File: src/rtl/spi_rf_pkg.sv
// Shared offsets, field layout and event indices for the SPI register front end.
// Assumes a byte-addressed bus with word-aligned accesses.
package spi_rf_pkg;
    localparam logic [7:0] OFS_CTRL   = 8'h00;
    localparam logic [7:0] OFS_FSIZE  = 8'h04;
    localparam logic [7:0] OFS_STAT   = 8'h08;
    localparam logic [7:0] OFS_CLR    = 8'h0C;
    localparam logic [7:0] OFS_RXD    = 8'h10;
    localparam logic [7:0] OFS_TXD    = 8'h14;
    localparam logic [7:0] OFS_CLKG   = 8'h18;
    localparam logic [7:0] OFS_SSEL   = 8'h1C;
    localparam logic [7:0] OFS_MIS    = 8'h20;
    localparam logic [7:0] OFS_RIS    = 8'h24;
    localparam logic [7:0] OFS_CNTHI  = 8'h50;

    // Event indices (bit positions in raw and masked status)
    localparam int EV_TXDONE = 0;
    localparam int EV_RXRDY  = 1;
    localparam int EV_RXOVF  = 2;
    localparam int EV_TXURUN = 3;
    localparam int NEV       = 4;

    // Interrupt-enable indices inside the control word's enable nibble
    localparam int IE_RXDATA = 0;
    localparam int IE_TXDATA = 1;
    localparam int IE_RXOVF  = 2;
    localparam int IE_TXURUN = 3;

    // Control word, MSB first
    typedef struct packed {
        logic        soft_rst;
        logic        oe_off;
        logic        big_fifo;
        logic        clk_mode;
        logic        frame_urun;
        logic        hold_sel;
        logic        cpha;
        logic        cpol;
        logic [15:0] cnt_lo;
        logic [3:0]  ie;
        logic [1:0]  proto;
        logic        master;
        logic        enable;
    } ctrl_t;
endpackage

File: src/rtl/spi_rf_cfg.sv
// Configuration storage: control word, frame size, upper frame count,
// divider value and slave select. Frame size and both frame-count halves
// are frozen while the stored enable bit is 1.
module spi_rf_cfg
    import spi_rf_pkg::*;
#(
    parameter int FSIZE_W   = 6,
    parameter int FSIZE_RST = 8,
    parameter int CLKDIV_W  = 8,
    parameter int NSEL      = 8
) (
    input  logic                clk,
    input  logic                rst_n,
    input  logic                we_ctrl,
    input  logic                we_fsize,
    input  logic                we_cnthi,
    input  logic                we_clkg,
    input  logic                we_ssel,
    input  logic [31:0]         wdata,
    output ctrl_t               ctrl_o,
    output logic [FSIZE_W-1:0]  fsize_o,
    output logic [15:0]         cnt_hi_o,
    output logic [CLKDIV_W-1:0] clkg_o,
    output logic [NSEL-1:0]     sel_o,
    output logic                sel_dir_o,
    output logic                sel_oe_o
);
    ctrl_t ctrl_q;
    ctrl_t ctrl_wr;

    // Merge a control write: the count field is kept while enabled
    always_comb begin
        ctrl_wr = ctrl_t'(wdata);
        if (ctrl_q.enable) ctrl_wr.cnt_lo = ctrl_q.cnt_lo;
    end

    // Control register
    always_ff @(posedge clk) begin
        if (!rst_n)       ctrl_q <= '0;
        else if (we_ctrl) ctrl_q <= ctrl_wr;
    end

    // Frame size and upper frame count, both gated by the stored enable
    always_ff @(posedge clk) begin
        if (!rst_n) begin
            fsize_o  <= FSIZE_W'(FSIZE_RST);
            cnt_hi_o <= '0;
        end else if (!ctrl_q.enable) begin
            if (we_fsize) fsize_o  <= wdata[FSIZE_W-1:0];
            if (we_cnthi) cnt_hi_o <= wdata[31:16];
        end
    end

    // Divider and slave select registers
    always_ff @(posedge clk) begin
        if (!rst_n) begin
            clkg_o    <= '0;
            sel_o     <= '0;
            sel_dir_o <= 1'b0;
            sel_oe_o  <= 1'b0;
        end else begin
            if (we_clkg) clkg_o <= wdata[CLKDIV_W-1:0];
            if (we_ssel) begin
                sel_o     <= wdata[NSEL-1:0];
                sel_dir_o <= wdata[8];
                sel_oe_o  <= wdata[9];
            end
        end
    end

    assign ctrl_o = ctrl_q;
endmodule

File: src/rtl/spi_rf_irq.sv
// Sticky raw event flags with write-1-to-clear, source masking and the
// level interrupt. A new event beats a clear of the same flag.
module spi_rf_irq
    import spi_rf_pkg::*;
(
    input  logic           clk,
    input  logic           rst_n,
    input  logic [NEV-1:0] evt_i,
    input  logic           clr_we,
    input  logic [NEV-1:0] clr_bits,
    input  logic [3:0]     ie_i,
    output logic [NEV-1:0] raw_o,
    output logic [NEV-1:0] mis_o,
    output logic           irq_o
);
    logic [NEV-1:0] raw_q;
    logic [NEV-1:0] mask;
    logic [NEV-1:0] clr_eff;

    // Map each event to the enable bit that covers it
    always_comb begin
        mask            = '0;
        mask[EV_TXDONE] = ie_i[IE_TXDATA];
        mask[EV_RXRDY]  = ie_i[IE_RXDATA];
        mask[EV_RXOVF]  = ie_i[IE_RXOVF];
        mask[EV_TXURUN] = ie_i[IE_TXURUN];
    end

    assign clr_eff = clr_we ? clr_bits : '0;

    // Raw flags: clear first, then set by events so events take priority
    always_ff @(posedge clk) begin
        if (!rst_n) raw_q <= '0;
        else        raw_q <= (raw_q & ~clr_eff) | evt_i;
    end

    assign raw_o = raw_q;
    assign mis_o = raw_q & mask;
    assign irq_o = |mis_o;
endmodule

File: src/rtl/spi_regfront.sv
// Top of the SPI register front end. Decodes bus accesses, instantiates
// configuration storage and interrupt logic, and builds the read mux.
// Assumes a zero-wait-state bus: the access phase lasts one cycle.
module spi_regfront
    import spi_rf_pkg::*;
#(
    parameter int ADDR_W    = 8,
    parameter int FSIZE_W   = 6,
    parameter int FSIZE_RST = 8,
    parameter int CLKDIV_W  = 8,
    parameter int NSEL      = 8,
    parameter int STAT_W    = 15
) (
    input  logic                clk,
    input  logic                rst_n,
    input  logic                psel,
    input  logic                penable,
    input  logic                pwrite,
    input  logic [ADDR_W-1:0]   paddr,
    input  logic [31:0]         pwdata,
    output logic [31:0]         prdata,
    input  logic [STAT_W-1:0]   stat_i,
    input  logic [3:0]          evt_i,
    input  logic [31:0]         rx_data_i,
    output logic                rx_pop_o,
    output logic                tx_push_o,
    output logic [31:0]         tx_data_o,
    output logic                cfg_enable_o,
    output logic                cfg_master_o,
    output logic [1:0]          cfg_proto_o,
    output logic                cfg_cpol_o,
    output logic                cfg_cpha_o,
    output logic                cfg_hold_sel_o,
    output logic                cfg_frame_urun_o,
    output logic                cfg_clk_mode_o,
    output logic                cfg_big_fifo_o,
    output logic                cfg_oe_off_o,
    output logic                cfg_soft_rst_o,
    output logic [FSIZE_W-1:0]  frame_size_o,
    output logic [31:0]         frame_count_o,
    output logic [CLKDIV_W-1:0] clk_gen_o,
    output logic [NSEL-1:0]     ssel_o,
    output logic                ssel_direct_o,
    output logic                ssel_oe_o,
    output logic                irq_o
);
    localparam logic [ADDR_W-1:0] A_CTRL  = ADDR_W'(OFS_CTRL);
    localparam logic [ADDR_W-1:0] A_FSIZE = ADDR_W'(OFS_FSIZE);
    localparam logic [ADDR_W-1:0] A_STAT  = ADDR_W'(OFS_STAT);
    localparam logic [ADDR_W-1:0] A_CLR   = ADDR_W'(OFS_CLR);
    localparam logic [ADDR_W-1:0] A_RXD   = ADDR_W'(OFS_RXD);
    localparam logic [ADDR_W-1:0] A_TXD   = ADDR_W'(OFS_TXD);
    localparam logic [ADDR_W-1:0] A_CLKG  = ADDR_W'(OFS_CLKG);
    localparam logic [ADDR_W-1:0] A_SSEL  = ADDR_W'(OFS_SSEL);
    localparam logic [ADDR_W-1:0] A_MIS   = ADDR_W'(OFS_MIS);
    localparam logic [ADDR_W-1:0] A_RIS   = ADDR_W'(OFS_RIS);
    localparam logic [ADDR_W-1:0] A_CNTHI = ADDR_W'(OFS_CNTHI);

    logic           acc_wr;
    logic           acc_rd;
    ctrl_t          ctrl;
    logic [15:0]    cnt_hi;
    logic [NEV-1:0] raw_q;
    logic [NEV-1:0] mis;
    logic [31:0]    ssel_rd;

    assign acc_wr = psel & penable & pwrite;
    assign acc_rd = psel & penable & ~pwrite;

    spi_rf_cfg #(
        .FSIZE_W  (FSIZE_W),
        .FSIZE_RST(FSIZE_RST),
        .CLKDIV_W (CLKDIV_W),
        .NSEL     (NSEL)
    ) cfg_i (
        .clk      (clk),
        .rst_n    (rst_n),
        .we_ctrl  (acc_wr && paddr == A_CTRL),
        .we_fsize (acc_wr && paddr == A_FSIZE),
        .we_cnthi (acc_wr && paddr == A_CNTHI),
        .we_clkg  (acc_wr && paddr == A_CLKG),
        .we_ssel  (acc_wr && paddr == A_SSEL),
        .wdata    (pwdata),
        .ctrl_o   (ctrl),
        .fsize_o  (frame_size_o),
        .cnt_hi_o (cnt_hi),
        .clkg_o   (clk_gen_o),
        .sel_o    (ssel_o),
        .sel_dir_o(ssel_direct_o),
        .sel_oe_o (ssel_oe_o)
    );

    spi_rf_irq irq_i (
        .clk     (clk),
        .rst_n   (rst_n),
        .evt_i   (evt_i),
        .clr_we  (acc_wr && paddr == A_CLR),
        .clr_bits(pwdata[NEV-1:0]),
        .ie_i    (ctrl.ie),
        .raw_o   (raw_q),
        .mis_o   (mis),
        .irq_o   (irq_o)
    );

    // Data port strobes, valid during the single access cycle
    assign rx_pop_o  = acc_rd && paddr == A_RXD;
    assign tx_push_o = acc_wr && paddr == A_TXD;
    assign tx_data_o = pwdata;

    // Slave select readback with fixed positions for direct and output enable
    always_comb begin
        ssel_rd         = '0;
        ssel_rd[NSEL-1:0] = ssel_o;
        ssel_rd[8]      = ssel_direct_o;
        ssel_rd[9]      = ssel_oe_o;
    end

    // Read data mux
    always_comb begin
        case (paddr)
            A_CTRL:  prdata = ctrl;
            A_FSIZE: prdata = 32'(frame_size_o);
            A_STAT:  prdata = 32'(stat_i);
            A_RXD:   prdata = rx_data_i;
            A_CLKG:  prdata = 32'(clk_gen_o);
            A_SSEL:  prdata = ssel_rd;
            A_MIS:   prdata = 32'(mis);
            A_RIS:   prdata = 32'(raw_q);
            A_CNTHI: prdata = {cnt_hi, ctrl.cnt_lo};
            default: prdata = '0;
        endcase
    end

    assign frame_count_o    = {cnt_hi, ctrl.cnt_lo};
    assign cfg_enable_o     = ctrl.enable;
    assign cfg_master_o     = ctrl.master;
    assign cfg_proto_o      = ctrl.proto;
    assign cfg_cpol_o       = ctrl.cpol;
    assign cfg_cpha_o       = ctrl.cpha;
    assign cfg_hold_sel_o   = ctrl.hold_sel;
    assign cfg_frame_urun_o = ctrl.frame_urun;
    assign cfg_clk_mode_o   = ctrl.clk_mode;
    assign cfg_big_fifo_o   = ctrl.big_fifo;
    assign cfg_oe_off_o     = ctrl.oe_off;
    assign cfg_soft_rst_o   = ctrl.soft_rst;
endmodule

File: config.mk
export PLATFORM = sky130hd
export DESIGN_NAME = spi_regfront
export DESIGN_NICKNAME = d
export VERILOG_FILES = /design/src/rtl/spi_rf_pkg.sv /design/src/rtl/spi_rf_cfg.sv /design/src/rtl/spi_rf_irq.sv /design/src/rtl/spi_regfront.sv
export SDC_FILE = /design/constraint.sdc
export NUM_CORES = 1
export LEC_CHECK = 0
export ABC_CLOCK_PERIOD_IN_PS = 5400
export CORE_ASPECT_RATIO = 1.5
export CORE_MARGIN = 10
export CORE_UTILIZATION = 23
export DETAILED_ROUTE_END_ITERATION = 7
export GPL_TIMING_DRIVEN = 1
export PLACE_DENSITY = 0.59
export SYNTH_ARGS = -nofsm -noshare
export SYNTH_HDL_FRONTEND = slang
export SYNTH_SLANG_ARGS = --single-unit
export TNS_END_PERCENT = 5
File: constraint.sdc
create_clock -name clk -period 5.4 [get_ports clk]
set_input_delay 1.08 -clock clk [delete_from_list [all_inputs] [get_ports clk]]
set_output_delay 1.08 -clock clk [all_outputs]
set_load 0.01 [all_outputs]
======== Word-level counts from Yosys, hierarchy flattened ========
Index checks and enable logic that the tools add are counted.
storage, ports and cells
  bits in registers ....................... 76
  bits of input ports ..................... 96
  output and inout bits ................... 135
  logic and storage cells ................. 54
cells by class
  equality and inequality tests ........... 10
  multiplexer cells ....................... 2
  bitwise logic cells ..................... 9
  reduce and logical (&&, ||, !) cells .... 13
operator list
  operator            count
  $pmux 32 s9         1
  $eq 8x5->1 const B  4
  $eq 8x4->1 const B  2
  $eq 8x6->1 const B  2
  $and 4x4->4         2
  $eq 8x3->1 const B  1
  $eq 8x7->1 const B  1
  $logic_and 1x1->1   8
  $logic_not 8->1     1
  $reduce_and 2->1    3
  $mux 4              1
  $not 4->4           1
  $or 4x4->4          1
  $reduce_or 4->1     1
  $and 1x1->1         3
  $not 1->1           2

======== Longest topological paths before layout ========
Gate-level depths: netlist of run 1.
  depth in word-level cells ............... 7
  depth in mapped cells ................... 8
  mapped depth without buffers ............ 4

======== Hierarchy ========
A second synthesis of run 1 with hierarchy kept.
unflattened totals
  cell total of the unflattened synthesis .. 514
  area total of the unflattened synthesis .. 4475.5 um^2
by module, submodules not included
  module        times used  cells an instance  area each (um^2)  sequential area each (um^2)
  spi_rf_cfg    1           269                2793.9            1441.4
  spi_regfront  1           224                1502.7            0.0
  spi_rf_irq    1           21                 178.9             80.1

======== Least setup slack after synthesis of run 1 ========
Ideal clock, no wire load.
  kind .................................... in2out
  start ................................... in paddr[2]
  end ..................................... out prdata[24]
  data arrival time ....................... 2.737 ns
  data required time ...................... 4.320 ns
  slack ................................... 1.583 ns
  stages .................................. 7
  path buffers ............................ 3
  cell sequence ........................... clkbuf_2 -> or4_4 -> clkbuf_1 -> nor2_1 -> buf_2 -> a222oi_1 -> inv_1
between the ends
  cells in the longest elaborated chain, start to end .. 2
  elaborated cells on any way between the ends .. 10
  classes of those cells .................. eq/ne: 8; mux: 1; reduce/logical: 1
RTL lines
  element                                   line                 text
  from (decl)                               spi_regfront.sv:19   input logic [ADDR_W-1:0] paddr,
  $eq 8x7->1, or another cell as far along  spi_regfront.sv:120  case (paddr)
  $pmux 32 s9 *                             spi_regfront.sv:120
  to (decl)                                 spi_regfront.sv:21   output logic [31:0] prdata,
Mark *: on every way between the ends. The rest lies on a longest branch, timed or not.

======== Final worst setup path of run 1 ========
  start ................................... in paddr[7]
  end ..................................... out prdata[0]
Same word-level chain as after synthesis.

==> impl_table.tex, run 1 <==
\begin{tabular}{lr}
\hline
Metric & Value \\
\hline
\multicolumn{2}{l}{\textbf{Logic synthesis}} \\
Yosys warns & 0 \\
Library cells used by synthesis & 48 \\
Mean area per synthesized cell & 8.683 um2 \\
Number of register bits inferred by synthesis & 76 \\
Post-synth design cell area & 4446 um2 \\
Number of instances in the synthesized netlist & 512 \\
Net count after synthesis & between 600 and 700 \\
Most used flip-flop cell after synthesis & sky130\_fd\_sc\_hd\_\_dfxtp\_1 \\
Share of flip-flops with an asynchronous set or reset & 0\% \\
Sequential cell area fraction in the yosys report & 34.22\% \\
EDFF count, synth & 0 \\
\multicolumn{2}{l}{\textbf{Power}} \\
IR Drop Worst-Case VDD & 129.8 uV \\
Ratio of total power to cell area & 199.8 nW/um2 \\
Reported net switching power & 315.5 uW \\
Relative contribution of the clock network to total power & a little under half \\
Power share of the sequential group & 40.4\% \\
Switching share of total power & 22.57\% \\
Internal & 1.082 mW \\
Leak Pwr & 2.473 nW \\
Combinational power share & 13.0\% \\
\multicolumn{2}{l}{\textbf{Worst setup path}} \\
CP arrival & approximately 3.7 ns \\
Required time at the endpoint of the critical path & around 4.3 ns \\
Sequence of cells on the critical path & clkdlybuf4s50\_1 > or4\_1 > nor3\_1 > buf\_4 > a221o\_1 > clkdlybuf4s50\_1 \\
Crit-path leading delay family & buffers and inverters \\
Cell occurring most often along the worst timing path & sky130\_fd\_sc\_hd\_\_clkdlybuf4s50\_1 \\
Cell type of the slowest stage on the worst timing path & sky130\_fd\_sc\_hd\_\_or4\_1 \\
Crit. End Element & primary output \\
Buffer and inverter count on the worst path & 3 \\
Path type of the worst setup path & primary input to primary output \\
Max incr delay on CP & about 0.61 ns \\
CP Launch Type & primary input \\
Maximum fanout along the worst path & 10 \\
\multicolumn{2}{l}{\textbf{Global routing}} \\
Vias in the first global route & 4565 \\
Initial antenna violation count & 1 \\
Maximum number of pins on one net before global-route repair & 46 \\
First-pass GRT wire length & 30280 um \\
Total track usage & 15.60\% \\
GRT overflow & 0 \\
\multicolumn{2}{l}{\textbf{Finish}} \\
Post-synthesis to final-layout area growth & 57.42\% \\
Filler cells & slightly above 2000 \\
Layout cell share with drive strength beyond 1 & 7.143\% \\
Post-layout util & a little under two fifths \\
Area of all sequential standard cells & 1521 um2 \\
Most common cell after layout, fill and taps aside & sky130\_fd\_sc\_hd\_\_clkdlybuf4s50\_1 \\
Multi-input combinational cell area & approximately 2300 um2 \\
Commonest cells after routing, fill and taps aside & sky130\_fd\_sc\_hd\_\_clkdlybuf4s50\_1 (229), sky130\_fd\_sc\_hd\_\_dfxtp\_1 (76), sky130\_fd\_sc\_hd\_\_nand2\_1 (61) \\
Layout net count & between 700 and 800 \\
\multicolumn{2}{l}{\textbf{Clock network}} \\
Post-CTS resize count & 0 \\
Clock root buffer & sky130\_fd\_sc\_hd\_\_clkbuf\_16 \\
Buffer levels on the longest clock path & 2 \\
Clock sinks & 76 \\
TritonCTS clock tree & yes \\
Number of buffers added to fix hold violations after cts & 0 \\
Number of H-tree levels & 3 \\
Clock latency on the worst-skew pair & 0.33 ns \\
Number of buffers added by the clock tree synthesis step & 9 \\
Post-CTS Setup Inserts & 0 \\
Clock-pin slew on the worst setup and hold paths & about 0.060 ns \\
\multicolumn{2}{l}{\textbf{Route}} \\
Via count normalized by instance count & 4.724 \\
DRT iter0 DRCs & 320 \\
Count of vias placed by the detailed router & 4455 \\
Average detailed-routed wire length per instance & 21.91 um \\
Number of nets with antenna violations after routing & 0 \\
Post-detailed-route DRC marker count & 0 \\
Drt total wl & a little over 20000 um \\
Drt first pass iters & 5 \\
\multicolumn{2}{l}{\textbf{Placement}} \\
Routability congestion estimate from global placement & 0.8937 \\
Detailed-placement wirelength estimate & 16350 um \\
Number of I/O port buffers & 230 \\
Placement Setup Slack & between 0.6 and 0.7 ns \\
\multicolumn{2}{l}{\textbf{STA}} \\
Final critical path time including I/O delays and setup & 4.763 ns \\
Slew of the pin with the lowest slew margin & 0.9450 ns \\
Worst relative slew slack & between 30\% and 40\% \\
Total negative setup slack & 0 ns \\
RSZ-0062 raised after global routing & no \\
Smallest setup slack after layout & 0.6372 ns \\
Total setup violations reported at the end of the flow & 0 \\
Hold violation count in the final report & 0 \\
Worst clock skew & approximately 0.0068 ns \\
Highest clock rate & 210.0 MHz \\
Period utilisation layout & between 80\% and 90\% \\
Fin. max-slew vios & 0 \\
\multicolumn{2}{l}{\textbf{Die}} \\
Height of the die & 190.3 um \\
Standard-cell row count & 62 \\
Die width & 133.5 um \\
Starting density of the core & 23.30\% \\
Number of I/O pins & approximately 230 \\
Core Box Area & 19080 um2 \\
Area enclosed by the die boundary & between 20000 and 30000 um2 \\
\multicolumn{2}{l}{\textbf{Flow run}} \\
Number of violations of the max-capacitance limit & 0 \\
\multicolumn{2}{l}{\textbf{Status}} \\
Status & complete, no violations \\
\multicolumn{2}{l}{\textbf{Hold path}} \\
Class of the tightest hold or removal check & register to register \\
\hline
\end{tabular}
[sequential cells by signal, summed over array words and instances, names as in the netlist]
register         flops
cfg_i.sel_dir_o      1
cfg_i.sel_oe_o       1
cfg_i.cnt_hi_o      16
cfg_i.clkg_o         8
cfg_i.fsize_o        6
irq_i.raw_o          4
cfg_i.sel_o          8
cfg_i.ctrl_o        32
[worst reg2reg max path: stages (launching register included)]
cell and delay (ns):
sky130_fd_sc_hd__dfxtp_1 0.35, sky130_fd_sc_hd__and4b_1 0.89, sky130_fd_sc_hd__and3_1 0.62, sky130_fd_sc_hd__buf_4 0.32, sky130_fd_sc_hd__mux2i_1 0.23, sky130_fd_sc_hd__nor2b_1 0.06
[power by group through the flow]
| stage | sequential [mW] | clock, mW | combinational [mW] |
|---|---|---|---|
| after floorplan | 0.577 | 0 | 0.0712 |
| after global placement | 0.578 | 0 | 0.182 |
| after detailed placement | 0.578 | 0 | 0.182 |
| after CTS | 0.565 | 0.671 | 0.183 |
| after global routing | 0.565 | 0.689 | 0.193 |
| final | 0.565 | 0.651 | 0.182 |
[logic make-up after synthesis]
kind of cell / count (synthesis) / synth area share [%]
AND/OR/NAND/NOR: 157 / 19.00
buffers and inverters: 111 / 14.24
AO/OA/AOI/OAI: 108 / 18.86
flip-flops: 76 / 34.22
multiplexers: 60 / 13.68
[cells in the mapped netlist, types with 3 or more instances]
master / number / area share [%]
sky130_fd_sc_hd__dfxtp_1: 76 / 34
sky130_fd_sc_hd__nand2_1: 61 / 5.2
sky130_fd_sc_hd__mux2i_1: 54 / 12
sky130_fd_sc_hd__buf_4: 52 / 8.8
sky130_fd_sc_hd__nor2b_1: 40 / 5.6
sky130_fd_sc_hd__clkbuf_1: 23 / 1.9
sky130_fd_sc_hd__inv_1: 23 / 1.9
sky130_fd_sc_hd__a21boi_0: 19 / 3.2
sky130_fd_sc_hd__nand3_1: 19 / 2.1
sky130_fd_sc_hd__a222oi_1: 17 / 3.8
sky130_fd_sc_hd__o21ai_0: 14 / 1.6
sky130_fd_sc_hd__a21boi_1: 13 / 2.2
sky130_fd_sc_hd__buf_2: 10 / 1.1
sky130_fd_sc_hd__a22oi_1: 9 / 1.5
sky130_fd_sc_hd__a32oi_1: 8 / 1.6
sky130_fd_sc_hd__nor2_1: 7 / 0.59
sky130_fd_sc_hd__mux2_2: 6 / 1.5
sky130_fd_sc_hd__o22ai_1: 6 / 0.84
sky130_fd_sc_hd__a22o_1: 5 / 0.99
sky130_fd_sc_hd__and3_1: 5 / 0.70
sky130_fd_sc_hd__a41oi_1: 4 / 0.79
sky130_fd_sc_hd__nor4_1: 4 / 0.56
sky130_fd_sc_hd__a21oi_1: 3 / 0.34
sky130_fd_sc_hd__a221o_1: 3 / 0.68
[worst paths after layout]
| check | from | endpoint | slack [ns] | depth (start not counted) |
|---|---|---|---|---|
| max | paddr[7] | prdata[0] | 0.64 | 6 |
| min | cfg_i.cnt_hi_o[10]$_SDFFE_PN0P_ | cfg_i.cnt_hi_o[10]$_SDFFE_PN0P_ | 0.47 | 2 |
| max reg2reg | cfg_i.ctrl_o[0]$_SDFFE_PN0N_ | cfg_i.ctrl_o[9]$_SDFFE_PN0P_ | 2.84 | 5 |
| min reg2reg | cfg_i.cnt_hi_o[10]$_SDFFE_PN0P_ | cfg_i.cnt_hi_o[10]$_SDFFE_PN0P_ | 0.47 | 2 |
[metrics by stage]
step / cells / power [mW] / hold slack (ns) / area, um2
finish: 943 / 1.398 / 0.4679 / 6998
global route: 943 / 1.446 / 0.4964 / 6998
CTS: 942 / 1.419 / 0.4715 / 6995
detailed placement: 928 / 0.7600 / 0.4626 / 6681
global placement: 928 / 0.7600 / 0.4564 / 6681
floorplan: 512 / 0.6479 / 0.4561 / 4446
[per-layer routing]
metal / global-route usage (%) / wire [um] / up-vias
met3: 4.773 / 1536 / 17
met4: 4.282 / 315 / 0
met5: 0 / 0 / -
met1: 17.58 / 8275 / 2123
li1: - / - / 2125
met2: 27.69 / 10530 / 190
[cell type report]
cell class	count	share of cell area, %
inverters	23	1.234
repair buffers	248	34.94
well taps	256	4.577
clock inverters	4	1.073
multi-input cells	325	32.99
flip-flops and latches	76	21.74
diodes	1	0.03576
clock buffers	10	3.415
Power figures use the tool's default switching activity.
==> run 2: changes to the inputs <==
--- a/config.mk
+++ b/config.mk
@@ -14,5 +14,6 @@
 export PLACE_DENSITY = 0.59
 export SYNTH_ARGS = -nofsm -noshare
 export SYNTH_HDL_FRONTEND = slang
+export SYNTH_HIERARCHICAL = 1
 export SYNTH_SLANG_ARGS = --single-unit
 export TNS_END_PERCENT = 5
==> run 2 against run 1 <==
  * Setup slack worse by 0.14 ns
  * Die area up 0.59%
  * Cell area up 1.1%
  * Critical endpoint is now prdata[13]
==> impl_table.tex, run 2 <==
\begin{tabular}{lr}
\hline
Metric & Value \\
\hline
\multicolumn{2}{l}{\textbf{Status}} \\
Status & complete, no violations \\
\multicolumn{2}{l}{\textbf{STA}} \\
Hold violation count in the final report & 0 \\
Total setup violations reported at the end of the flow & 0 \\
Fin. max-slew vios & 0 \\
Worst clock skew & 0.008373 ns \\
Worst hold slack & 0.4767 ns \\
Final critical path time including I/O delays and setup & 4.908 ns \\
Worst relative slew slack & 39.66\% \\
Slew of the pin with the lowest slew margin & 0.9051 ns \\
RSZ-0062 raised after global routing & no \\
Period utilisation layout & 90.88\% \\
Highest clock rate & slightly above 200 MHz \\
Total negative setup slack & 0 ns \\
\multicolumn{2}{l}{\textbf{Clock network}} \\
Number of H-tree levels & 3 \\
TritonCTS clock tree & yes \\
Clock latency on the worst-skew pair & between 0.3 and 0.4 ns \\
Buffer levels on the longest clock path & 2 \\
Number of buffers added by the clock tree synthesis step & 9 \\
Number of buffers added to fix hold violations after cts & 0 \\
Post-CTS resize count & 0 \\
Clock-pin slew on the worst setup and hold paths & 0.07 ns \\
Clock root buffer & sky130\_fd\_sc\_hd\_\_clkbuf\_16 \\
Clock sinks & 76 \\
Post-CTS Setup Inserts & 0 \\
\multicolumn{2}{l}{\textbf{Logic synthesis}} \\
Synth top area cells & sky130\_fd\_sc\_hd\_\_dfxtp\_1 (34\%), sky130\_fd\_sc\_hd\_\_mux2i\_1 (18\%), sky130\_fd\_sc\_hd\_\_nand2\_1 (9.3\%) \\
Most frequent cell after synthesis & sky130\_fd\_sc\_hd\_\_nand2\_1 \\
Post-synth design cell area & 4476 um2 \\
Library cells used by synthesis & 52 \\
Mux contribution to synthesized area & 19.12\% \\
Fraction of the mapped netlist area in simple logic gates & a little under a quarter \\
Number of instances in the synthesized netlist & 514 \\
Cell taking the most area after synthesis & sky130\_fd\_sc\_hd\_\_dfxtp\_1 \\
EDFF count, synth & 0 \\
Number of register bits inferred by synthesis & 76 \\
Dominant combinational cell family by area after synthesis & simple AND/OR/NAND/NOR gates \\
Net count after synthesis & 610 \\
Sequential cell area fraction in the yosys report & about a third \\
Most frequent cells after synthesis & sky130\_fd\_sc\_hd\_\_nand2\_1 (111), sky130\_fd\_sc\_hd\_\_mux2i\_1 (81), sky130\_fd\_sc\_hd\_\_dfxtp\_1 (76) \\
Most used flip-flop cell after synthesis & sky130\_fd\_sc\_hd\_\_dfxtp\_1 \\
Share of flip-flops with an asynchronous set or reset & 0\% \\
Synth top area share & 33.99\% \\
Yosys warns & 6 \\
Post-Synth XOR/XNOR Area & 0\% \\
Mean area per synthesized cell & around 8.7 um2 \\
Synth Area in Compound Gates & 12.92\% \\
Fraction of the mapped netlist area in adder cells & 0\% \\
\multicolumn{2}{l}{\textbf{Worst setup path}} \\
Max incr delay on CP & 0.79 ns \\
Buffer and inverter count on the worst path & 3 \\
Crit-path leading delay family & buffers and inverters \\
Maximum fanout along the worst path & 29 \\
Cell occurring most often along the worst timing path & sky130\_fd\_sc\_hd\_\_clkdlybuf4s50\_1 \\
Path type of the worst setup path & primary input to primary output \\
CP Launch Type & primary input \\
Required time at the endpoint of the critical path & about 4.3 ns \\
Crit. End Element & primary output \\
Sequence of cells on the critical path & clkdlybuf4s50\_1 > or4\_1 > nor3\_4 > buf\_4 > a22oi\_1 > o21ai\_0 > clkdlybuf4s50\_1 \\
Cell type of the slowest stage on the worst timing path & sky130\_fd\_sc\_hd\_\_or4\_1 \\
CP arrival & 3.83 ns \\
\multicolumn{2}{l}{\textbf{Placement}} \\
Routability congestion estimate from global placement & 0.8808 \\
Number of I/O port buffers & 230 \\
Detailed-placement wirelength estimate & 15650 um \\
Placed Instances & 950 \\
\multicolumn{2}{l}{\textbf{Global routing}} \\
Maximum number of pins on one net before global-route repair & 58 \\
Vias in the first global route & 4810 \\
GRT overflow & 0 \\
First-pass GRT wire length & 29580 um \\
Total track usage & 15.07\% \\
Initial antenna violation count & 0 \\
\multicolumn{2}{l}{\textbf{Power}} \\
IR Drop Worst-Case VDD & about 110 uV \\
Total power draw & 1.362 mW \\
Internal & 995.7 uW \\
Ratio of total power to cell area & 192.5 nW/um2 \\
Relative contribution of the clock network to total power & 45.3\% \\
Reported net switching power & roughly 370 uW \\
Switching share of total power & 26.91\% \\
Leak Pwr & 2.411 nW \\
Combinational power share & 13.3\% \\
Power share of the sequential group & 41.5\% \\
\multicolumn{2}{l}{\textbf{Route}} \\
Drt total wl & 19930 um \\
Drt first pass iters & 4 \\
Post-detailed-route DRC marker count & 0 \\
Number of nets with antenna violations after routing & 0 \\
Average detailed-routed wire length per instance & 20.61 um \\
DRT iter0 DRCs & 251 \\
Count of vias placed by the detailed router & 4494 \\
Via count normalized by instance count & 4.647 \\
\multicolumn{2}{l}{\textbf{Die}} \\
Core Box Area & 19160 um2 \\
Height of the die & 190.8 um \\
Die width & 133.9 um \\
Number of I/O pins & 231 \\
Starting density of the core & about a quarter \\
Area enclosed by the die boundary & 25550 um2 \\
Standard-cell row count & 62 \\
\multicolumn{2}{l}{\textbf{Finish}} \\
Filler cells & $\sim$2000 \\
Post-synthesis to final-layout area growth & 58.12\% \\
Flip-flop count of the largest register after layout & 32 \\
Most common cell after layout, fill and taps aside & sky130\_fd\_sc\_hd\_\_clkdlybuf4s50\_1 \\
Final Instance Count excl. Fillers & 967 \\
Commonest cells after routing, fill and taps aside & sky130\_fd\_sc\_hd\_\_clkdlybuf4s50\_1 (229), sky130\_fd\_sc\_hd\_\_nand2\_1 (111), sky130\_fd\_sc\_hd\_\_mux2i\_1 (81) \\
Layout net count & 801 \\
Layout cell share with drive strength beyond 1 & 7.465\% \\
Post-layout util & 36.93\% \\
\multicolumn{2}{l}{\textbf{Flow run}} \\
Number of violations of the max-capacitance limit & 0 \\
\multicolumn{2}{l}{\textbf{Hold path}} \\
Class of the tightest hold or removal check & register to register \\
\hline
\end{tabular}
## run 2: changes by cell type in the layout (fill, tap and decap cells not counted), sizes merged, moves of 5 or more
cell    change
inv        -12
and3        -5
mux2i      +27
nand3b      +6
o22ai       -5
a22oi      +28
a222oi     -17
nand2      +50
nand3      -16
a21boi     -32
a31oi       +6
## run 2: power by group through the flow
stage / Clock (mW) / Sequential (mW) / Combinational (mW)
2_1_floorplan: 0 / 0.577 / 0.0715
3_3_place_gp: 0 / 0.578 / 0.181
3_5_place_dp: 0 / 0.578 / 0.181
4_1_cts: 0.639 / 0.565 / 0.182
5_1_grt: 0.664 / 0.565 / 0.193
6_report: 0.617 / 0.565 / 0.181
## run 2: final cells by class
type                    count  area (um2)  share of cell area [%]
clock buffers               9       225.2                   3.182
repair buffers            250        2447                   34.58
well taps                 256       320.3                   4.526
inverters                   6       22.52                  0.3182
clock inverters             7       76.32                   1.079
diodes                      1       2.502                 0.03536
flip-flops and latches     76        1521                   21.50
multi-input cells         362        2461                   34.78
## run 2: final timing paths
check	from	end	slack (ns)	depth (start not counted)
max	paddr[1]	prdata[13]	0.49	7
min	cfg_i/cnt_hi_o[15]$_SDFFE_PN0P_	cfg_i/cnt_hi_o[15]$_SDFFE_PN0P_	0.48	2
min reg2reg	cfg_i/cnt_hi_o[15]$_SDFFE_PN0P_	cfg_i/cnt_hi_o[15]$_SDFFE_PN0P_	0.48	2
max reg2reg	cfg_i/ctrl_o[0]$_SDFFE_PN0P_	cfg_i/fsize_o[5]$_SDFFE_PN0P_	3.96	2
## run 2: routing by layer
metal	up-vias	GRT usage [%]	part of all wire, %
li1	2174	-	-
met1	2116	15.46	37
met2	178	27.62	53
met3	26	5.090	7.3
met4	0	5.584	2.7
met5	-	0	0
## run 2: logic make-up after synthesis
logic type	after synthesis
AOI/OAI and AO/OA	79
buffers and inverters	76
DFF	76
muxes	85
and+or+nand+nor	198
## run 2: worst min-delay path: cells and delay by family (launching register included)
family           cells  cell delay [ns]
multiplexers         1             0.05
flip-flops           1             0.32
AND/OR/NAND/NOR      1             0.06
## run 2: metrics by stage
step / worst slack, ns / cell area, um2
2_1_floorplan: 1.928 / 4476
5_1_grt: 0.3634 / 7074
3_3_place_gp: 0.5455 / 6773
6_report: 0.4924 / 7077
4_1_cts: 0.4837 / 7074
3_5_place_dp: 0.5089 / 6773
==> run 3: changes to the inputs <==
--- a/config.mk
+++ b/config.mk
@@ -12,6 +12,7 @@
 export DETAILED_ROUTE_END_ITERATION = 7
 export GPL_TIMING_DRIVEN = 1
 export PLACE_DENSITY = 0.59
+export REMOVE_ABC_BUFFERS = 1
 export SYNTH_ARGS = -nofsm -noshare
 export SYNTH_HDL_FRONTEND = slang
 export SYNTH_HIERARCHICAL = 1
==> run 3 against run 2 <==
  * Sequential cell count is the same
  * Cell area up 1.0%
  * Clock power grew 12%
  * Critical path depth did not move
  * Hold slack about the same
  * Utilization up 0.37 points
  * Die area stayed put
  * Final cell count grew 0.21%
==> impl_table.tex, run 3 (synthesis gave the netlist of run 2 again) <==
\begin{tabular}{lr}
\hline
Metric & Value \\
\hline
\multicolumn{2}{l}{\textbf{STA}} \\
Total negative setup slack & 0 ns \\
Period utilisation layout & 90.51\% \\
Worst hold slack & 0.4768 ns \\
Final critical path time including I/O delays and setup & 4.888 ns \\
Total setup violations reported at the end of the flow & 0 \\
Fin. max-slew vios & 0 \\
Hold violation count in the final report & 0 \\
RSZ-0062 raised after global routing & no \\
Worst relative slew slack & 37.28\% \\
Slew of the pin with the lowest slew margin & 0.9409 ns \\
Highest clock rate & 204.6 MHz \\
Worst clock skew & between 0.007 and 0.008 ns \\
\multicolumn{2}{l}{\textbf{Clock network}} \\
Number of buffers added to fix hold violations after cts & 0 \\
Clock root buffer & sky130\_fd\_sc\_hd\_\_clkbuf\_16 \\
Buffer levels on the longest clock path & 2 \\
Clock sinks & 76 \\
TritonCTS clock tree & yes \\
Post-CTS Setup Inserts & 0 \\
Post-CTS resize count & 0 \\
Number of buffers added by the clock tree synthesis step & 9 \\
Clock latency on the worst-skew pair & 0.34 ns \\
Number of H-tree levels & 3 \\
Clock-pin slew on the worst setup and hold paths & around 0.060 ns \\
\multicolumn{2}{l}{\textbf{Global routing}} \\
Initial antenna violation count & 2 \\
First-pass GRT wire length & 30060 um \\
Total track usage & 15.42\% \\
GRT overflow & 0 \\
Maximum number of pins on one net before global-route repair & around 110 \\
Vias in the first global route & 4796 \\
\multicolumn{2}{l}{\textbf{Die}} \\
Number of I/O pins & 231 \\
Height of the die & 190.8 um \\
Starting density of the core & 23.36\% \\
Standard-cell row count & 62 \\
Core Box Area & 19160 um2 \\
Area enclosed by the die boundary & 25550 um2 \\
Die width & $\sim$130 um \\
\multicolumn{2}{l}{\textbf{Worst setup path}} \\
Crit. End Element & primary output \\
Path type of the worst setup path & primary input to primary output \\
CP arrival & roughly 3.8 ns \\
Required time at the endpoint of the critical path & approximately 4.3 ns \\
Maximum fanout along the worst path & 17 \\
CP Launch Type & primary input \\
\multicolumn{2}{l}{\textbf{Route}} \\
Average detailed-routed wire length per instance & 20.89 um \\
Drt total wl & 20240 um \\
DRT iter0 DRCs & 234 \\
Count of vias placed by the detailed router & 4443 \\
Drt first pass iters & 4 \\
Via count normalized by instance count & 4.585 \\
Number of nets with antenna violations after routing & 0 \\
Post-detailed-route DRC marker count & 0 \\
\multicolumn{2}{l}{\textbf{Finish}} \\
Most common cell after layout, fill and taps aside & sky130\_fd\_sc\_hd\_\_clkdlybuf4s50\_1 \\
Post-synthesis to final-layout area growth & 59.71\% \\
Flip-flop count of the largest register after layout & 32 \\
Layout cell share with drive strength beyond 1 & a little under 8\% \\
Commonest cells after routing, fill and taps aside & sky130\_fd\_sc\_hd\_\_clkdlybuf4s50\_1 (229), sky130\_fd\_sc\_hd\_\_nand2\_1 (111), sky130\_fd\_sc\_hd\_\_mux2i\_1 (81) \\
Layout net count & around 800 \\
\multicolumn{2}{l}{\textbf{Power}} \\
Total power draw & about 1.4 mW \\
Ratio of total power to cell area & 201.3 nW/um2 \\
IR Drop Worst-Case VDD & approximately 170 uV \\
Leak Pwr & 2.439 nW \\
\multicolumn{2}{l}{\textbf{Hold path}} \\
Class of the tightest hold or removal check & register to register \\
\multicolumn{2}{l}{\textbf{Placement}} \\
Detailed-placement wirelength estimate & $\sim$16000 um \\
Number of I/O port buffers & 230 \\
Routability congestion estimate from global placement & 0.7900 \\
\multicolumn{2}{l}{\textbf{Flow run}} \\
Number of violations of the max-capacitance limit & 0 \\
\multicolumn{2}{l}{\textbf{Status}} \\
Status & complete, no violations \\
\hline
\end{tabular}
run 3: cell count changes in the layout (fill, tap and decap cells not counted), sizes merged:
| cell | before | now |
|---|---|---|
| clkinv | 2 | 0 |
| clkinvlp | 0 | 1 |
| bufinv | 0 | 2 |
| inv | 11 | 6 |
| clkbuf | 9 | 13 |
| buf | 21 | 23 |
run 3: final cells by class:
type	instances	area, um2
well taps	256	320.3
fillers	1969	12010
clock buffers	13	270.3
multi-input cells	362	2466
clock inverters	3	67.56
flip-flops and latches	76	1521
inverters	6	22.52
diodes	1	2.502
repair buffers	252	2477
run 3: stage by stage:
| step | setup WS (ns) | instances | instance area (um2) | util, % |
|---|---|---|---|---|
| 6_report | 0.5122 | 969 | 7148 | 37.31 |
| 5_1_grt | 0.3415 | 969 | 7148 | 37.31 |
| 4_1_cts | 0.5199 | 968 | 7146 | 37.29 |
| 3_5_place_dp | 0.5423 | 952 | 6808 | 35.53 |
| 3_3_place_gp | 0.5225 | 952 | 6808 | 35.53 |
| 2_1_floorplan | 1.296 | 444 | 3996 | - |
run 3: critical path, stage by stage:
cell and delay, ns:
sky130_fd_sc_hd__clkdlybuf4s50_1 0.54, sky130_fd_sc_hd__or4_1 0.81, sky130_fd_sc_hd__nor3_4 0.27, sky130_fd_sc_hd__buf_4 0.30
sky130_fd_sc_hd__a22oi_1 0.13, sky130_fd_sc_hd__o21ai_0 0.10, sky130_fd_sc_hd__clkdlybuf4s50_1 0.58
run 3: worst paths after layout:
check / from / end / slack (ns) / depth (start not counted)
max reg2reg: cfg_i/ctrl_o[0]$_SDFFE_PN0P_ / cfg_i/fsize_o[2]$_SDFFE_PN0P_ / 3.95 / 2
min: cfg_i/cnt_hi_o[8]$_SDFFE_PN0P_ / cfg_i/cnt_hi_o[8]$_SDFFE_PN0P_ / 0.48 / 2
max: paddr[0] / prdata[9] / 0.51 / 7
min reg2reg: cfg_i/cnt_hi_o[8]$_SDFFE_PN0P_ / cfg_i/cnt_hi_o[8]$_SDFFE_PN0P_ / 0.48 / 2
run 3: per-layer routing:
layer | vias to the layer above | share of wire, % | GRT usage [%]
met5 | - | 0.035 | 0
met3 | 16 | 9.2 | 6.092
met4 | 2 | 1.2 | 3.736
li1 | 2176 | - | -
met2 | 176 | 51 | 27.27
met1 | 2073 | 39 | 16.82
run 3: report_power, final:
| group | switching (mW) | internal (mW) |
|---|---|---|
| Clock | 0.250 | 0.443 |
| Combinational | 0.0768 | 0.104 |
| Sequential | 0.00208 | 0.563 |
| Total | 0.329 | 1.11 |
